File: config.mk
export PLATFORM = sky130hd
export DESIGN_NAME = dacreg_host
export DESIGN_NICKNAME = d
export VERILOG_FILES = /design/src/rtl/dacreg_pkg.sv /design/src/rtl/dacreg_decode.sv /design/src/rtl/dacreg_cmdfile.sv /design/src/rtl/dacreg_mode.sv /design/src/rtl/dacreg_host.sv
export SDC_FILE = /design/constraint.sdc
export NUM_CORES = 1
export LEC_CHECK = 0
export BUFFER_PORTS_ARGS = -buffer_cell sky130_fd_sc_hd__buf_2
export CORE_UTILIZATION = 37
export CTS_CLUSTER_SIZE = 30
export DETAILED_ROUTE_END_ITERATION = 8
export PLACE_DENSITY = 0.66
export SETUP_SLACK_MARGIN = 0.3
export SYNTH_ARGS = -nofsm -noshare
export SYNTH_HDL_FRONTEND = slang
export SYNTH_SLANG_ARGS = --single-unit
File: constraint.sdc
create_clock -name clk -period 1.64 [get_ports clk]
set_clock_uncertainty 0.2 [all_clocks]
set_input_delay 0 -clock clk [delete_from_list [all_inputs] [get_ports clk]]
set_output_delay 0 -clock clk [all_outputs]
set_load 0.1 [all_outputs]
File: src/rtl/dacreg_pkg.sv
package dacreg_pkg;
  localparam int BYTE_W = 8;
  localparam int CODE_W = 4;
  localparam int BPP_W  = 6;

  localparam logic [CODE_W-1:0] SEL_CMD0 = 4'd6;
  localparam logic [CODE_W-1:0] SEL_CMD1 = 4'd8;
  localparam logic [CODE_W-1:0] SEL_CMD2 = 4'd9;
  localparam logic [CODE_W-1:0] SEL_STAT = 4'd10;

  localparam logic [BYTE_W-1:0] IND_STATUS = 8'h00;
  localparam logic [BYTE_W-1:0] IND_CMD3   = 8'h01;
  localparam logic [BYTE_W-1:0] NO_DATA    = 8'hFF;

  localparam logic [15:0] PAL_MASK = 16'b0000_0000_1011_1111;
  localparam logic [15:0] CUR_MASK = 16'b1111_1000_0000_0000;

  typedef struct packed {
    logic cmd0;
    logic cmd1;
    logic cmd2;
    logic stat;
    logic pal;
    logic cur;
  } sel_hit_t;

  function automatic logic [BYTE_W-1:0] status_id(input int variant);
    case (variant)
      1:       return 8'h60;
      2:       return 8'hD0;
      3:       return 8'h20;
      default: return 8'h40;
    endcase
  endfunction

  function automatic logic [BPP_W-1:0] depth_of(input logic [BYTE_W-1:0] c1,
                                                input logic [BYTE_W-1:0] c2);
    if (!c2[5]) return 6'd8;
    case (c1[6:5])
      2'd0:    return 6'd32;
      2'd1:    return c1[3] ? 6'd16 : 6'd15;
      2'd2:    return 6'd8;
      default: return 6'd4;
    endcase
  endfunction
endpackage

File: src/rtl/dacreg_decode.sv
module dacreg_decode
  import dacreg_pkg::*;
(
  input  logic              clk,
  input  logic              rst,
  input  logic [1:0]        host_addr,
  input  logic [1:0]        bank_sel,
  input  logic              wr_en,
  input  logic              rd_en,
  output sel_hit_t          hit,
  output logic              pal_stb,
  output logic              cur_stb,
  output logic [CODE_W-1:0] fwd_code,
  output logic              fwd_write
);
  localparam int NCODES = 1 << CODE_W;

  logic [CODE_W-1:0] code;
  logic [NCODES-1:0] onehot;
  logic              access;

  assign code   = {bank_sel, host_addr};
  assign access = wr_en | rd_en;

  genvar g;
  generate
    for (g = 0; g < NCODES; g++) begin : g_dec
      assign onehot[g] = (code == CODE_W'(g));
    end
  endgenerate

  always_comb begin
    hit.cmd0 = onehot[SEL_CMD0];
    hit.cmd1 = onehot[SEL_CMD1];
    hit.cmd2 = onehot[SEL_CMD2];
    hit.stat = onehot[SEL_STAT];
    hit.pal  = |(onehot & PAL_MASK);
    hit.cur  = |(onehot & CUR_MASK);
  end

  always_ff @(posedge clk) begin
    if (rst) begin
      pal_stb   <= 1'b0;
      cur_stb   <= 1'b0;
      fwd_code  <= '0;
      fwd_write <= 1'b0;
    end else begin
      pal_stb <= access & hit.pal;
      cur_stb <= access & hit.cur;
      if (access) begin
        fwd_code  <= code;
        fwd_write <= wr_en;
      end
    end
  end

  AST_STROBE_EXCL: assert property (@(posedge clk) disable iff (rst)
    !(pal_stb && cur_stb));
  AST_STROBE_ONESHOT: assert property (@(posedge clk) disable iff (rst)
    !access |=> !pal_stb && !cur_stb);
endmodule

File: src/rtl/dacreg_cmdfile.sv
module dacreg_cmdfile
  import dacreg_pkg::*;
#(
  parameter int VARIANT = 0,
  parameter int IDX_W   = 10
) (
  input  logic              clk,
  input  logic              rst,
  input  sel_hit_t          hit,
  input  logic              wr_en,
  input  logic              rd_en,
  input  logic [BYTE_W-1:0] wr_data,
  input  logic [IDX_W-1:0]  pal_wr_index,
  output logic [BYTE_W-1:0] rd_data,
  output logic              rd_valid,
  output logic [BYTE_W-1:0] cmd0,
  output logic [BYTE_W-1:0] cmd1,
  output logic [BYTE_W-1:0] cmd2
);
  localparam logic [BYTE_W-1:0] STATUS = status_id(VARIANT);

  logic [BYTE_W-1:0] cmd3;
  logic [BYTE_W-1:0] idx_lo;
  logic              unlocked;
  logic              ind_cmd3;
  logic              ind_stat;
  logic [BYTE_W-1:0] rd_mux;

  assign idx_lo   = pal_wr_index[BYTE_W-1:0];
  assign unlocked = cmd0[7];
  assign ind_cmd3 = unlocked && (idx_lo == IND_CMD3);
  assign ind_stat = !unlocked || (idx_lo == IND_STATUS);

  always_comb begin
    rd_mux = NO_DATA;
    if (hit.cmd0)      rd_mux = cmd0;
    else if (hit.cmd1) rd_mux = cmd1;
    else if (hit.cmd2) rd_mux = cmd2;
    else if (hit.stat) begin
      if (ind_cmd3)      rd_mux = cmd3;
      else if (ind_stat) rd_mux = STATUS;
      else               rd_mux = NO_DATA;
    end
  end

  always_ff @(posedge clk) begin
    if (rst) begin
      cmd0     <= '0;
      cmd1     <= '0;
      cmd2     <= '0;
      cmd3     <= '0;
      rd_data  <= '0;
      rd_valid <= 1'b0;
    end else begin
      rd_valid <= rd_en;
      if (rd_en) rd_data <= rd_mux;
      if (wr_en) begin
        if (hit.cmd0) cmd0 <= wr_data;
        if (hit.cmd1) cmd1 <= wr_data;
        if (hit.cmd2) cmd2 <= wr_data;
        if (hit.stat && ind_cmd3) cmd3 <= wr_data;
      end
    end
  end

  AST_RD_VALID: assert property (@(posedge clk) disable iff (rst)
    rd_en |=> rd_valid);
  AST_RD_QUIET: assert property (@(posedge clk) disable iff (rst)
    !rd_en |=> !rd_valid);
  AST_CMD3_LOCKED: assert property (@(posedge clk) disable iff (rst)
    wr_en && hit.stat && !unlocked |=> $stable(cmd3));
  AST_STATUS_READ: assert property (@(posedge clk) disable iff (rst)
    rd_en && hit.stat && !unlocked |=> rd_data == STATUS);
  AST_IND_MISS: assert property (@(posedge clk) disable iff (rst)
    rd_en && hit.stat && unlocked && idx_lo > IND_CMD3 |=> rd_data == NO_DATA);
  AST_FWD_NODATA: assert property (@(posedge clk) disable iff (rst)
    rd_en && (hit.pal || hit.cur) |=> rd_data == NO_DATA);
endmodule

File: src/rtl/dacreg_mode.sv
module dacreg_mode
  import dacreg_pkg::*;
(
  input  logic              clk,
  input  logic              rst,
  input  logic [BYTE_W-1:0] cmd0,
  input  logic [BYTE_W-1:0] cmd1,
  input  logic [BYTE_W-1:0] cmd2,
  output logic              dac_8bit,
  output logic [BPP_W-1:0]  pixel_bpp,
  output logic              cursor_on
);
  always_ff @(posedge clk) begin
    if (rst) begin
      dac_8bit  <= 1'b0;
      pixel_bpp <= 6'd8;
      cursor_on <= 1'b0;
    end else begin
      dac_8bit  <= cmd0[1];
      pixel_bpp <= depth_of(cmd1, cmd2);
      cursor_on <= |cmd2[1:0];
    end
  end

  AST_BPP_LEGAL: assert property (@(posedge clk) disable iff (rst)
    pixel_bpp inside {6'd4, 6'd8, 6'd15, 6'd16, 6'd32});
  AST_BPP_DIRECT: assert property (@(posedge clk) disable iff (rst)
    !cmd2[5] && $stable(cmd2) |=> pixel_bpp == 6'd8);
endmodule

File: src/rtl/dacreg_host.sv
module dacreg_host
  import dacreg_pkg::*;
#(
  parameter int VARIANT = 0,
  parameter int IDX_W   = 10
) (
  input  logic             clk,
  input  logic             rst,
  input  logic [1:0]       host_addr,
  input  logic [1:0]       bank_sel,
  input  logic             wr_en,
  input  logic             rd_en,
  input  logic [7:0]       wr_data,
  input  logic [IDX_W-1:0] pal_wr_index,
  output logic [7:0]       rd_data,
  output logic             rd_valid,
  output logic             pal_stb,
  output logic             cur_stb,
  output logic [3:0]       fwd_code,
  output logic             fwd_write,
  output logic             dac_8bit,
  output logic [5:0]       pixel_bpp,
  output logic             cursor_on
);
  sel_hit_t          hit;
  logic [BYTE_W-1:0] cmd0, cmd1, cmd2;

  dacreg_decode u_dec (
    .clk(clk), .rst(rst), .host_addr(host_addr), .bank_sel(bank_sel),
    .wr_en(wr_en), .rd_en(rd_en), .hit(hit), .pal_stb(pal_stb),
    .cur_stb(cur_stb), .fwd_code(fwd_code), .fwd_write(fwd_write)
  );

  dacreg_cmdfile #(.VARIANT(VARIANT), .IDX_W(IDX_W)) u_regs (
    .clk(clk), .rst(rst), .hit(hit), .wr_en(wr_en), .rd_en(rd_en),
    .wr_data(wr_data), .pal_wr_index(pal_wr_index), .rd_data(rd_data),
    .rd_valid(rd_valid), .cmd0(cmd0), .cmd1(cmd1), .cmd2(cmd2)
  );

  dacreg_mode u_mode (
    .clk(clk), .rst(rst), .cmd0(cmd0), .cmd1(cmd1), .cmd2(cmd2),
    .dac_8bit(dac_8bit), .pixel_bpp(pixel_bpp), .cursor_on(cursor_on)
  );

  AST_ONE_STROBE: assert property (@(posedge clk) disable iff (rst)
    !(wr_en && rd_en));
endmodule

Word level (Yosys, flattened, before mapping). Index checks and enable logic that the tools add are counted.

Equal/unequal tests: 18. Muxes and demuxes: 12. Bitwise gates (word level): 3. Reductions and logical operators: 14.

Operators by type and width (number): two-way mux 8 bit (6); equality test 4 bit, second input constant (8); one-hot mux 6 bit (3 select lines) (1); equality test 4 x 3 -> 1 bit, second input constant (4); two-way mux 6 bit (2); equality test 4 x 2 -> 1 bit, second input constant (2); equality test 8 x 1 -> 1 bit, second input constant (1); zero test 8 bit (1); AND reduction 2 bit (4); OR reduction 7 bit (1); two-way mux 5 bit (1); OR reduction 5 bit (1); equality test 4 x 1 -> 1 bit, second input constant (1); zero test 4 bit (1); bitwise AND 1 bit (2); equality test 2 x 1 -> 1 bit, second input constant (1); equality test 2 bit, second input constant (1); logical AND 1 bit (2); zero test 2 bit (1); two-way mux 1 bit (2); OR reduction 2 bit (1); zero test 1 bit (1); logical OR 1 bit (1); OR 1 bit (1).

Flip-flop bits (word level): 56. Bits of input ports: 26. Output and inout bits: 24. Logic and storage cells: 60.

Logic depth before layout (Yosys ltp).
Depth in word-level cells: 8. Depth in mapped cells: 6.

By module. Synthesis repeated with hierarchy kept, for this count alone.

Cell total of the unflattened synthesis: 296. Area, all modules: 2506.2 um^2.

Modules (own cells, without submodules): dacreg_cmdfile (times used 1, cells an instance 243, area an instance 1978.1 um^2, sequential area each 820.8 um^2); dacreg_decode (times used 1, cells an instance 33, area an instance 307.8 um^2, sequential area each 140.1 um^2); dacreg_mode (times used 1, cells an instance 20, area an instance 220.2 um^2, sequential area each 140.1 um^2).

Worst setup path before layout. OpenSTA, ideal clock, no wires.

Kind: reg-to-output. Start: register u_mode.pixel_bpp[1]. End: output port pixel_bpp[1]. Data arrival time: 1356 ps. Data required time: 1440 ps. Setup slack: 84 ps. Stages on the path, launching flop included: 2. Cells stage by stage: dfxtp_1 -> buf_4.

RTL lines: from (decl) (line dacreg_mode.sv:10) `output logic [BPP_W-1:0] pixel_bpp,`; from (signal assigned) (line dacreg_mode.sv:20) `pixel_bpp <= depth_of(cmd1, cmd2);`; to (decl) (line dacreg_host.sv:22) `output logic [5:0] pixel_bpp,`.

No word-level cell between the ends.

Final worst setup path.
Start: register u_regs.cmd0[7]. End: register u_regs.cmd3[3].

Longest elaborated chain between the ends: 3.

RTL lines: from (decl) (line dacreg_cmdfile.sv:16) `output logic [BYTE_W-1:0] cmd0,`; from (signal assigned) (line dacreg_cmdfile.sv:58) `if (hit.cmd0) cmd0 <= wr_data;`; logical AND 1 bit (line dacreg_cmdfile.sv:31) `assign ind_cmd3 = unlocked && (idx_lo == IND_CMD3);`; logical AND 1 bit (line dacreg_cmdfile.sv:61) `if (hit.stat && ind_cmd3) cmd3 <= wr_data;`; AND reduction 2 bit (no line); to (signal assigned) (line dacreg_cmdfile.sv:61); to (decl) (line dacreg_cmdfile.sv:22) `logic [BYTE_W-1:0] cmd3;`.

No other way between the ends. A chain may end at the register's enable or synchronous reset.

==> run metrics <==
crit path time final 1.36 ns; final hold vios 0; Reg2Reg Launch Point u_regs.cmd0[7]; final instance area 3210 um^2; fin nets 355; routed wire length 6250 um; die height 82.0 um; I/O Pins 50; crit share post-route 83.1%; HP Class in -> reg; CTS tree done; Sink Count 55; DP HPWL 4020 um; Max-Cap Viols 0; DP Area 2740 um^2; Post-Syn Instances 252; post-route setup slack 0.277 ns; WS Path Type reg -> reg; wire per inst 15.4 um; area delta synth->final 35.3%; run status finished clean; routed vias/inst 5.26; Starting Density 39.1%; Post-Place Setup Slack -0.0241 ns; CORE AREA 6060 um^2; Fillers 576; Inserted Clock Buffers 5; Fin Hold WS 0.0335 ns; Final setup viols 0; Worst Hold Depth 5; antenna violations before repair 0; Via Count 2130; leading area contributor after synthesis dfxtp_1; total grt overflow 0; share of cells above drive strength 1 34.8%; Rel. slew slack 67.2%; GRT Total Usage 19.4%; reg2reg end u_regs.cmd3[3]; Pre-Repair DR Iteration Count 4; die width 82.0 um; Clk pin slew, worst setup/hold paths 0.10 ns; vias in the first global route 1938; Avg Synthesized Cell Area 9.40 um^2; Netlist cell types 37; H-tree levels 2; Critical Path RT 1.63 ns; Max VDD drop 0.000524 V; reg2reg setup slack 0.28 ns; Post-route DRC 0; number of synthesized register bits 55; Post-Syn Area 2370 um^2; area share of the largest cell type after synthesis 46.5%; largest net degree at the start of global routing 27; Final TNS setup 0 ns; switching power 0.000867 W; Core Rows 28; RSZ-0062 raised after global routing true; top cells by area, synth dfxtp_1 46%, mux2i_1 11%, nor2_1 6.0%, a21oi_1 3.8%, nand2_1 3.5%; Worst Max-Slew Pin Slew 0.495 ns; R2R depth 4; YS warnings 0; Placer Congestion 0.822; diode count 0; startpoint types flop; clock insertion delay at the later pin of the skew report 0.31 ns; Power per Cell Area 937 nW/um^2; worst hold start pal_wr_index[0]; pins over their slew limit 0; placed insts 371; WHS Endpoint u_regs.rd_data[4]; worst endpoint data arrival time 1.35 ns; Logic pwr share 17.9%; ANT nets after route 0; sequential share of the synthesized area 46.5%; Buffers on Ports 47; clock share of power 35.6%; Worst Setup End Kind flop; non-filler cells, final 405; Root Driver clkbuf_8; syn nets 278; internal cell power 0.00214 W; CTS max path bufs 2; die area 6730 um^2; Switching Fraction 28.9%; CP max FO 8; LEAKAGE 1.42 nW; global-route wire length before repair 9720 um; sequential power share 46.5%; Achievable Freq 734 MHz; initial DRC count 175
==> worst max-delay path by stage <==
stage / start / end / slack, ns
2_1_floorplan: u_regs.cmd0[7] / u_regs.rd_data[0] / 0.35
3_3_place_gp: u_regs.cmd0[7] / u_regs.rd_data[5] / 0.02
3_5_place_dp: u_regs.cmd0[7] / u_regs.rd_data[0] / -0.02
4_1_cts: u_regs.cmd0[7] / u_regs.cmd3[3] / 0.29
5_1_grt: u_regs.cmd1[6] / u_regs.rd_data[6] / 0.23
6_report: u_regs.cmd0[7] / u_regs.cmd3[3] / 0.28
==> logic make-up after synthesis <==
kind of cell,count (synthesis),synth area share (%)
buf+inv,21,4.86
mux,32,13.9
compound gates,47,13.1
simple gates,97,21.7
flops,55,46.5
==> synthesized netlist by cell type <==
cell type	number
dfxtp_1	55
nor2_1	38
mux2i_1	25
nand2_1	22
a21oi_1	18
nand3_1	15
clkbuf_1	9
a221oi_1	7
o31ai_1	7
o221ai_1	6
buf_4	5
mux2_1	4
nor2b_1	4
o21ai_1	4
mux2_2	3
and2_1	2
and3_1	2
and3b_1	2
and4bb_1	2
buf_2	2
buf_6	2
nor3_2	2
o21ai_0	2
a211oi_1	1
a21boi_0	1
buf_1	1
inv_1	1
inv_2	1
nand2_2	1
nand2b_1	1
nand3_4	1
nand4_4	1
nor3b_2	1
nor4_1	1
nor4_4	1
nor4b_1	1
o32ai_1	1
==> power by group through the flow <==
| stage | registers [W] | clock network (W) | logic [W] |
|---|---|---|---|
| after detailed placement | 0.00143 | 0 | 0.000476 |
| final | 0.00140 | 0.00107 | 0.000538 |
| after floorplan | 0.00165 | 0 | 0.000130 |
| after global placement | 0.00143 | 0 | 0.000473 |
| after CTS | 0.00140 | 0.00109 | 0.000524 |
| after global routing | 0.00140 | 0.00115 | 0.000566 |
==> area by class of cell <==
cell class | instances | area [um^2] | area share (%)
multi-input cells | 176 | 1220 | 38.0
flip-flops and latches | 55 | 1130 | 35.1
repair buffers | 89 | 623 | 19.4
well taps | 75 | 93.8 | 2.93
clock buffers | 5 | 68.8 | 2.15
clock inverters | 3 | 67.6 | 2.11
inverters | 2 | 7.51 | 0.234
==> repair_timing <==
item / 4_1_cts / 5_1_grt
hold buffers: 23 / 0
setup buffers: 0 / 3
pin swaps: 1 / 3
resized for setup: 6 / 14
endpoints found under the setup margin: 14 / 29
gates cloned: 0 / 0
endpoints found under the hold margin: 48 / 0
==> metrics by stage <==
step	power, W	util (%)
2_1_floorplan	0.00178	-
3_3_place_gp	0.00190	45.2
3_5_place_dp	0.00191	45.2
4_1_cts	0.00301	51.5
5_1_grt	0.00312	52.9
6_report	0.00300	52.9
==> layout by cell type, fill, tap and decap left out, types with 2 or more instances in the layout <==
cell type      count
buf_2             47
nor2_1            37
dfxtp_1           37
mux2i_1           25
nand2_1           22
dlygate4sd3_1     22
a21oi_1           18
buf_4             18
dfxtp_2           17
nand3_1           15
a221oi_2           7
o31ai_1            7
o221ai_1           6
clkbuf_8           5
mux2_2             4
o21ai_1            4
nor2b_1            4
mux2_1             3
nor3_2             2
and4bb_1           2
and3b_1            2
and2_1             2
o21ai_0            2
bufinv_16          2
==> critical path, cell delays in order, from the launching register on <==
cell	delay (ns)
dfxtp_2	0.35
and3_4	0.19
nand4_4	0.21
mux2i_1	0.23
nor2_1	0.06
==> routing by layer <==
metal | global-route usage, % | up-vias | part of all wire [%]
met5 | 0 | - | 0
met4 | 7.72 | 0 | 1.5
met3 | 3.00 | 9 | 5.8
met2 | 31.6 | 66 | 49
met1 | 25.4 | 1011 | 44
li1 | - | 1044 | -
==> registers in the layout, summed over array words and instances, names as in the netlist <==
signal	count
u_regs.rd_data	8
u_regs.cmd1	8
u_mode.cursor_on	1
u_mode.dac_8bit	1
u_mode.pixel_bpp	5
u_regs.cmd2	8
u_dec.cur_stb	1
u_dec.fwd_write	1
u_dec.fwd_code	4
u_regs.cmd0	8
u_regs.cmd3	8
u_dec.pal_stb	1
u_regs.rd_valid	1
Power figures use the tool's default switching activity.
